==> src/rtl/eeg_pkg.sv <==
package eeg_pkg;

    typedef enum logic [1:0] {
        OP_READ  = 2'd0,
        OP_PROG  = 2'd1,
        OP_BLOCK = 2'd2,
        OP_BULK  = 2'd3
    } eeg_op_e;

    typedef enum logic [1:0] {
        ST_IDLE   = 2'd0,
        ST_GRANT  = 2'd1,
        ST_REJECT = 2'd2,
        ST_BUSY   = 2'd3
    } eeg_state_e;

    function automatic logic is_modify(input eeg_op_e op);
        return op != OP_READ;
    endfunction

    function automatic logic is_wide_erase(input eeg_op_e op);
        return (op == OP_BLOCK) || (op == OP_BULK);
    endfunction

endpackage

==> src/rtl/eeg_addr_class.sv <==
module eeg_addr_class #(
    parameter int unsigned           ADDR_W    = 16,
    parameter logic [ADDR_W-1:0]     ARR_FIRST = 16'h0800,
    parameter logic [ADDR_W-1:0]     ARR_LAST  = 16'h09FF,
    parameter logic [ADDR_W-1:0]     SEC_FIRST = 16'h08F0,
    parameter int unsigned           SEC_BYTES = 16
) (
    input  logic [ADDR_W-1:0] addr,
    output logic              in_array,
    output logic              in_secure
);
    localparam logic [ADDR_W-1:0] SEC_LAST = SEC_FIRST + ADDR_W'(SEC_BYTES - 1);

    always_comb begin
        in_array  = (addr >= ARR_FIRST) && (addr <= ARR_LAST);
        in_secure = (addr >= SEC_FIRST) && (addr <= SEC_LAST);
    end
endmodule

==> src/rtl/eeg_policy.sv <==
module eeg_policy
    import eeg_pkg::*;
(
    input  eeg_op_e op,
    input  logic    is_cfg,
    input  logic    in_array,
    input  logic    in_secure,
    input  logic    armed,
    output logic    allow
);
    always_comb begin
        allow = 1'b0;
        if (!is_modify(op)) begin
            allow = is_cfg || in_array;
        end else if (is_cfg) begin
            allow = !armed;
        end else if (!in_array) begin
            allow = 1'b0;
        end else if (is_wide_erase(op)) begin
            allow = !armed;
        end else begin
            allow = !(armed && in_secure);
        end
    end
endmodule

==> src/rtl/eeg_ctrl.sv <==
module eeg_ctrl
    import eeg_pkg::*;
#(
    parameter int unsigned ADDR_W   = 16,
    parameter int unsigned DATA_W   = 8,
    parameter int unsigned PROT_BIT = 0
) (
    input  logic              clk,
    input  logic              rst_n,
    input  logic              req_valid,
    input  eeg_op_e           req_op,
    input  logic              req_cfg,
    input  logic [ADDR_W-1:0] req_addr,
    input  logic [DATA_W-1:0] req_data,
    input  logic              allow,
    input  logic              arr_done,
    output logic              req_ready,
    output logic              resp_grant,
    output logic              resp_reject,
    output logic              arr_start,
    output eeg_op_e           arr_op,
    output logic              arr_cfg,
    output logic [ADDR_W-1:0] arr_addr,
    output logic [DATA_W-1:0] arr_data,
    output logic              arm_set,
    output logic              viol_set
);
    eeg_state_e        state_q, state_d;
    eeg_op_e           cap_op;
    logic              cap_cfg;
    logic [ADDR_W-1:0] cap_addr;
    logic [DATA_W-1:0] cap_data;
    logic              accept;

    assign accept = (state_q == ST_IDLE) && req_valid;

    always_comb begin
        state_d = state_q;
        unique case (state_q)
            ST_IDLE:   if (req_valid) state_d = allow ? ST_GRANT : ST_REJECT;
            ST_GRANT:  state_d = ST_BUSY;
            ST_REJECT: state_d = ST_IDLE;
            ST_BUSY:   if (arr_done) state_d = ST_IDLE;
        endcase
    end

    always_ff @(posedge clk) begin
        if (!rst_n) state_q <= ST_IDLE;
        else        state_q <= state_d;
    end

    always_ff @(posedge clk) begin
        if (!rst_n) begin
            cap_op   <= OP_READ;
            cap_cfg  <= 1'b0;
            cap_addr <= '0;
            cap_data <= '0;
        end else if (accept) begin
            cap_op   <= req_op;
            cap_cfg  <= req_cfg;
            cap_addr <= req_addr;
            cap_data <= req_data;
        end
    end

    always_comb begin
        req_ready   = 1'b0;
        resp_grant  = 1'b0;
        resp_reject = 1'b0;
        arr_start   = 1'b0;
        arm_set     = 1'b0;
        unique case (state_q)
            ST_IDLE:   req_ready = 1'b1;
            ST_GRANT: begin
                resp_grant = 1'b1;
                arr_start  = 1'b1;
                arm_set    = (cap_op == OP_PROG) && cap_cfg && !cap_data[PROT_BIT];
            end
            ST_REJECT: resp_reject = 1'b1;
            ST_BUSY:   ;
        endcase
        viol_set = accept && !allow;
        arr_op   = cap_op;
        arr_cfg  = cap_cfg;
        arr_addr = cap_addr;
        arr_data = cap_data;
    end
endmodule

==> src/rtl/eeg_status.sv <==
module eeg_status (
    input  logic clk,
    input  logic rst_n,
    input  logic nvr_prot_bit,
    input  logic arm_set,
    input  logic viol_set,
    input  logic viol_clr,
    output logic prot_armed,
    output logic viol_flag
);
    always_ff @(posedge clk) begin
        if (!rst_n)       prot_armed <= ~nvr_prot_bit;
        else if (arm_set) prot_armed <= 1'b1;
    end

    always_ff @(posedge clk) begin
        if (!rst_n)        viol_flag <= 1'b0;
        else if (viol_set) viol_flag <= 1'b1;
        else if (viol_clr) viol_flag <= 1'b0;
    end
endmodule

==> src/rtl/eeprom_guard.sv <==
module eeprom_guard
    import eeg_pkg::*;
#(
    parameter int unsigned       ADDR_W    = 16,
    parameter int unsigned       DATA_W    = 8,
    parameter int unsigned       PROT_BIT  = 0,
    parameter logic [ADDR_W-1:0] ARR_FIRST = 16'h0800,
    parameter logic [ADDR_W-1:0] ARR_LAST  = 16'h09FF,
    parameter logic [ADDR_W-1:0] SEC_FIRST = 16'h08F0,
    parameter int unsigned       SEC_BYTES = 16
) (
    input  logic              clk,
    input  logic              rst_n,
    input  logic              nvr_prot_bit,
    input  logic              req_valid,
    input  logic [1:0]        req_op,
    input  logic              req_cfg,
    input  logic [ADDR_W-1:0] req_addr,
    input  logic [DATA_W-1:0] req_data,
    output logic              req_ready,
    output logic              resp_grant,
    output logic              resp_reject,
    output logic              arr_start,
    output logic [1:0]        arr_op,
    output logic              arr_cfg,
    output logic [ADDR_W-1:0] arr_addr,
    output logic [DATA_W-1:0] arr_data,
    input  logic              arr_done,
    output logic              prot_armed,
    output logic              viol_flag,
    input  logic              viol_clr
);
    eeg_op_e op_in;
    eeg_op_e op_out;
    logic    in_array, in_secure, allow, arm_set, viol_set;

    assign op_in  = eeg_op_e'(req_op);
    assign arr_op = op_out;

    eeg_addr_class #(
        .ADDR_W(ADDR_W), .ARR_FIRST(ARR_FIRST), .ARR_LAST(ARR_LAST),
        .SEC_FIRST(SEC_FIRST), .SEC_BYTES(SEC_BYTES)
    ) u_class (
        .addr(req_addr), .in_array(in_array), .in_secure(in_secure)
    );

    eeg_policy u_policy (
        .op(op_in), .is_cfg(req_cfg), .in_array(in_array),
        .in_secure(in_secure), .armed(prot_armed), .allow(allow)
    );

    eeg_ctrl #(.ADDR_W(ADDR_W), .DATA_W(DATA_W), .PROT_BIT(PROT_BIT)) u_ctrl (
        .clk(clk), .rst_n(rst_n), .req_valid(req_valid), .req_op(op_in),
        .req_cfg(req_cfg), .req_addr(req_addr), .req_data(req_data),
        .allow(allow), .arr_done(arr_done), .req_ready(req_ready),
        .resp_grant(resp_grant), .resp_reject(resp_reject),
        .arr_start(arr_start), .arr_op(op_out), .arr_cfg(arr_cfg),
        .arr_addr(arr_addr), .arr_data(arr_data),
        .arm_set(arm_set), .viol_set(viol_set)
    );

    eeg_status u_status (
        .clk(clk), .rst_n(rst_n), .nvr_prot_bit(nvr_prot_bit),
        .arm_set(arm_set), .viol_set(viol_set), .viol_clr(viol_clr),
        .prot_armed(prot_armed), .viol_flag(viol_flag)
    );
endmodule

==> config.mk <==
export PLATFORM = sky130hd
export DESIGN_NAME = eeprom_guard
export DESIGN_NICKNAME = d
export VERILOG_FILES = /design/src/rtl/eeg_pkg.sv /design/src/rtl/eeg_addr_class.sv /design/src/rtl/eeg_policy.sv /design/src/rtl/eeg_ctrl.sv /design/src/rtl/eeg_status.sv /design/src/rtl/eeprom_guard.sv
export SDC_FILE = /design/constraint.sdc
export NUM_CORES = 1
export LEC_CHECK = 0
export BUFFER_PORTS_ARGS = -buffer_cell sky130_fd_sc_hd__buf_4
export CORE_MARGIN = 4
export CORE_UTILIZATION = 44
export DETAILED_ROUTE_END_ITERATION = 7
export GPL_TIMING_DRIVEN = 0
export PLACE_DENSITY = 0.78
export SLEW_MARGIN = 20
export SYNTH_ARGS = -nofsm -noshare
export SYNTH_HDL_FRONTEND = slang
export SYNTH_SLANG_ARGS = --single-unit
==> constraint.sdc <==
create_clock -name clk -period 1.65 [get_ports clk]
set_clock_uncertainty 0.15 [all_clocks]
set_input_delay 0.165 -clock clk [delete_from_list [all_inputs] [get_ports clk]]
set_output_delay 0.165 -clock clk [all_outputs]
set_load 0.02 [all_outputs]
==> results.yml <==
die:
  die_area_sq_um: 3800
  rows: 19
  initial_core_util: 0.459
  core-area_sq_um: 2760
  die_h_um: 61.6
  io_pins: 66
  die_w_um: 61.6
sta:
  rsz0062_at_grt: "false"
  slew_viol_final: 0
  layout_setup_ws_ps: 120
  fin_crit_sh: 0.927
  tns_ps: 0
  worstMarginPinSlew_ps: 367
  period_needed_ps: 1530
  setup_viol: 0
  hold_viol_final: 0
  slew-limit-headroom: 0.755
  fmax_ghz: 0.654
setup_path:
  reg2reg_slack_ps: 180
  critPathLaunchType: "input pin"
  cp-endpoint: "u_ctrl.state_q[1]$_SDFFE_PN0P_"
  critPathMaxFanout: 2
  cp-end-kind: "register"
  r2r-end: "u_ctrl.arr_data[6]$_SDFFE_PN0P_"
  worstRegToRegCells: 5
  critPathLaunch: "req_addr[10]"
  required_ps: 1710
  critPathArrivalTime_ps: 1590
  r2r_start: "u_ctrl.state_q[1]$_SDFFE_PN0P_"
  criticalPathCategory: "input pin to register"
routing:
  wl_met3_um: 189
  first_iter_violations: 44
  drc_errors: 0
  wl_met1_mm: 1.52
  dr.pass1.iters: 4
  routedWlPerCell_um: 14.0
  topRoutingLayerUsed: "met4"
  vias_per_cell: 5.01
  met2_length_mm: 2.12
  vias: 1412
  drtAntennaViolNets: 0
  finalWirelength_mm: 3.95
logic_synthesis:
  seq_area_frac_synth: 0.499
  synthArstFlopShare: 0
  synth-seq-cells: 31
  synth_edf_count: 1
  synth.most_common_cell: "nand2_1"
  synth_top_cell_area_share: 0.475
  netlist_area_sq_um: 1260
  synthCells: 147
  avgSynthCellArea_sq_um: 8.61
  synth_flop_cell: "dfxtp_1"
  synth_nets: 180
  yosysWarnings: 0
  synth_area_leaders: "dfxtp_1 47%, nand2_1 17%, a21boi_1 12%"
  synth_top_area_cell: "dfxtp_1"
  synth_common_cells: "58 x nand2_1, 30 x dfxtp_1, 20 x a21boi_1"
  ys_types: 25
clock_network:
  cts.clk_slew.worst_paths_ps: 90
  insertion_delay_ps: 310
  cts_made_buffers: 5
  clockBufferDepth: 2
  cts_htree_levels: 2
  cts_tree: "built"
  cts_root_buffer: "clkbuf_4"
  cts.sinks: 31
placement:
  io_buffers: 65
  dp_hpwl_mm: 2.65
  globalplace.congestion: 0.732
  place_ws_ps: 177
  dpl-instance-area_sq_um: 1790
final_layout:
  syn_to_final_growth_pct: 70.2
  design_area_sq_um: 2150
  drive_gt1_frac: 0.323
  fillCellCount: 186
  nets: 283
  diodes: 0
worst_hold_path:
  min_path_type: "input pin to register"
grt:
  grt_start_max_net_pins: 11
  gr-total-overflow: 0
  gr-usage-all-layers: 0.215
  grt_pass1_wl_mm: 5.91
  grt_pass1_vias: 1379
  antenna_found_initial: 0
job:
  cap_violations: 0
power_and_ir_drop:
  p_leak_nw: 0.974
  powerDensity_nw_per_um2: 796
  ir_worst_vdd_mv: 0.754
status:
  outcome: "finished clean"
[worst min-delay path by stage]
stage / startpoint / end / slack, ps / cells after the start
floorplan: rst_n / u_status.viol_flag$_SDFFE_PN0P_ / 150 / 2
global placement: req_data[2] / u_ctrl.arr_data[2]$_SDFFE_PN0P_ / 260 / 3
detailed placement: req_data[5] / u_ctrl.arr_data[5]$_SDFFE_PN0P_ / 270 / 3
CTS: arr_done / u_ctrl.state_q[0]$_SDFFE_PN0P_ / 30 / 4
global route: req_valid / u_ctrl.state_q[0]$_SDFFE_PN0P_ / 10 / 3
finish: arr_done / u_ctrl.state_q[0]$_SDFFE_PN0P_ / 20 / 4
[timing repair]
action / CTS / global route
hold buffers: 30 / 0
buffers inserted: 0 / 1
cloned: 0 / 0
resized for setup: 1 / 1
setup endpoints to repair: 1 / 5
endpoints found under the hold margin: 29 / 0
pin swaps: 0 / 1
[cell families after synthesis]
kind of cell           count (synthesis)  share of synthesized area
and+or+nand+nor                       73                      0.257
AOI/OAI and AO/OA                     33                      0.188
DFF                                   31                      0.499
buffers and inverters                 10                     0.0564
[state kept, by name (all words and copies together) (netlist names)]
signal               flops
u_ctrl.arr_addr         16
u_status.viol_flag       1
u_ctrl.arr_data          8
u_ctrl.state_q           2
u_ctrl.arr_op            2
u_status.prot_armed      1
u_ctrl.arr_cfg           1
[power breakdown]
part | internal (mW) | leakage [nW] | total, mW | switching [mW]
registers | 0.806 | 0.256 | 0.843 | 0.0369
logic | 0.243 | 0.689 | 0.466 | 0.223
clock network | 0.166 | 0.0293 | 0.404 | 0.238
[placed cells by master (no fill, tap or decap), types with 2 or more instances in the layout]
| cell | n |
|---|---|
| nand3_1 | 2 |
| dlygate4sd3_1 | 30 |
| a21boi_0 | 7 |
| nand2_1 | 58 |
| clkbuf_4 | 5 |
| dfxtp_1 | 29 |
| nand3b_1 | 2 |
| nor2_1 | 3 |
| a21boi_1 | 20 |
| clkbuf_1 | 5 |
| buf_4 | 69 |
| buf_6 | 3 |
[critical path, cell delays in order]
cell and delay (ps):
dlygate4sd3_1 550, buf_4 140, nor4_1 290, a31oi_1 180, nor2_1 170, o21ai_0 100
[per-stage QoR]
step	hold WS [ps]	utilization	std cells	total power, mW
after floorplan	148	-	147	1.07
after global placement	263	0.650	243	1.25
after detailed placement	270	0.650	243	1.26
after CTS	25.1	0.778	281	1.71
after global routing	13.2	0.781	282	1.79
final	15.1	0.781	282	1.71
[cell type report]
class / instances / area, sq um / area share
Timing Repair Buffer: 96 / 796 / 0.370
Buffer: 9 / 67.6 / 0.0314
Sequential cell: 31 / 632 / 0.293
Multi-Input combinational cell: 106 / 566 / 0.263
Clock inverter: 1 / 5.00 / 0.00232
Inverter: 1 / 3.75 / 0.00174
Clock buffer: 7 / 45.0 / 0.0209
Tap cell: 31 / 38.8 / 0.0180
[routing by layer]
| layer | vias up | global-route usage |
|---|---|---|
| met5 | - | 0 |
| met4 | 0 | 0.0909 |
| met3 | 14 | 0.0566 |
| met2 | 43 | 0.402 |
| met1 | 667 | 0.224 |
| li1 | 688 | - |
Note: power is estimated with default switching activity, not from simulation.
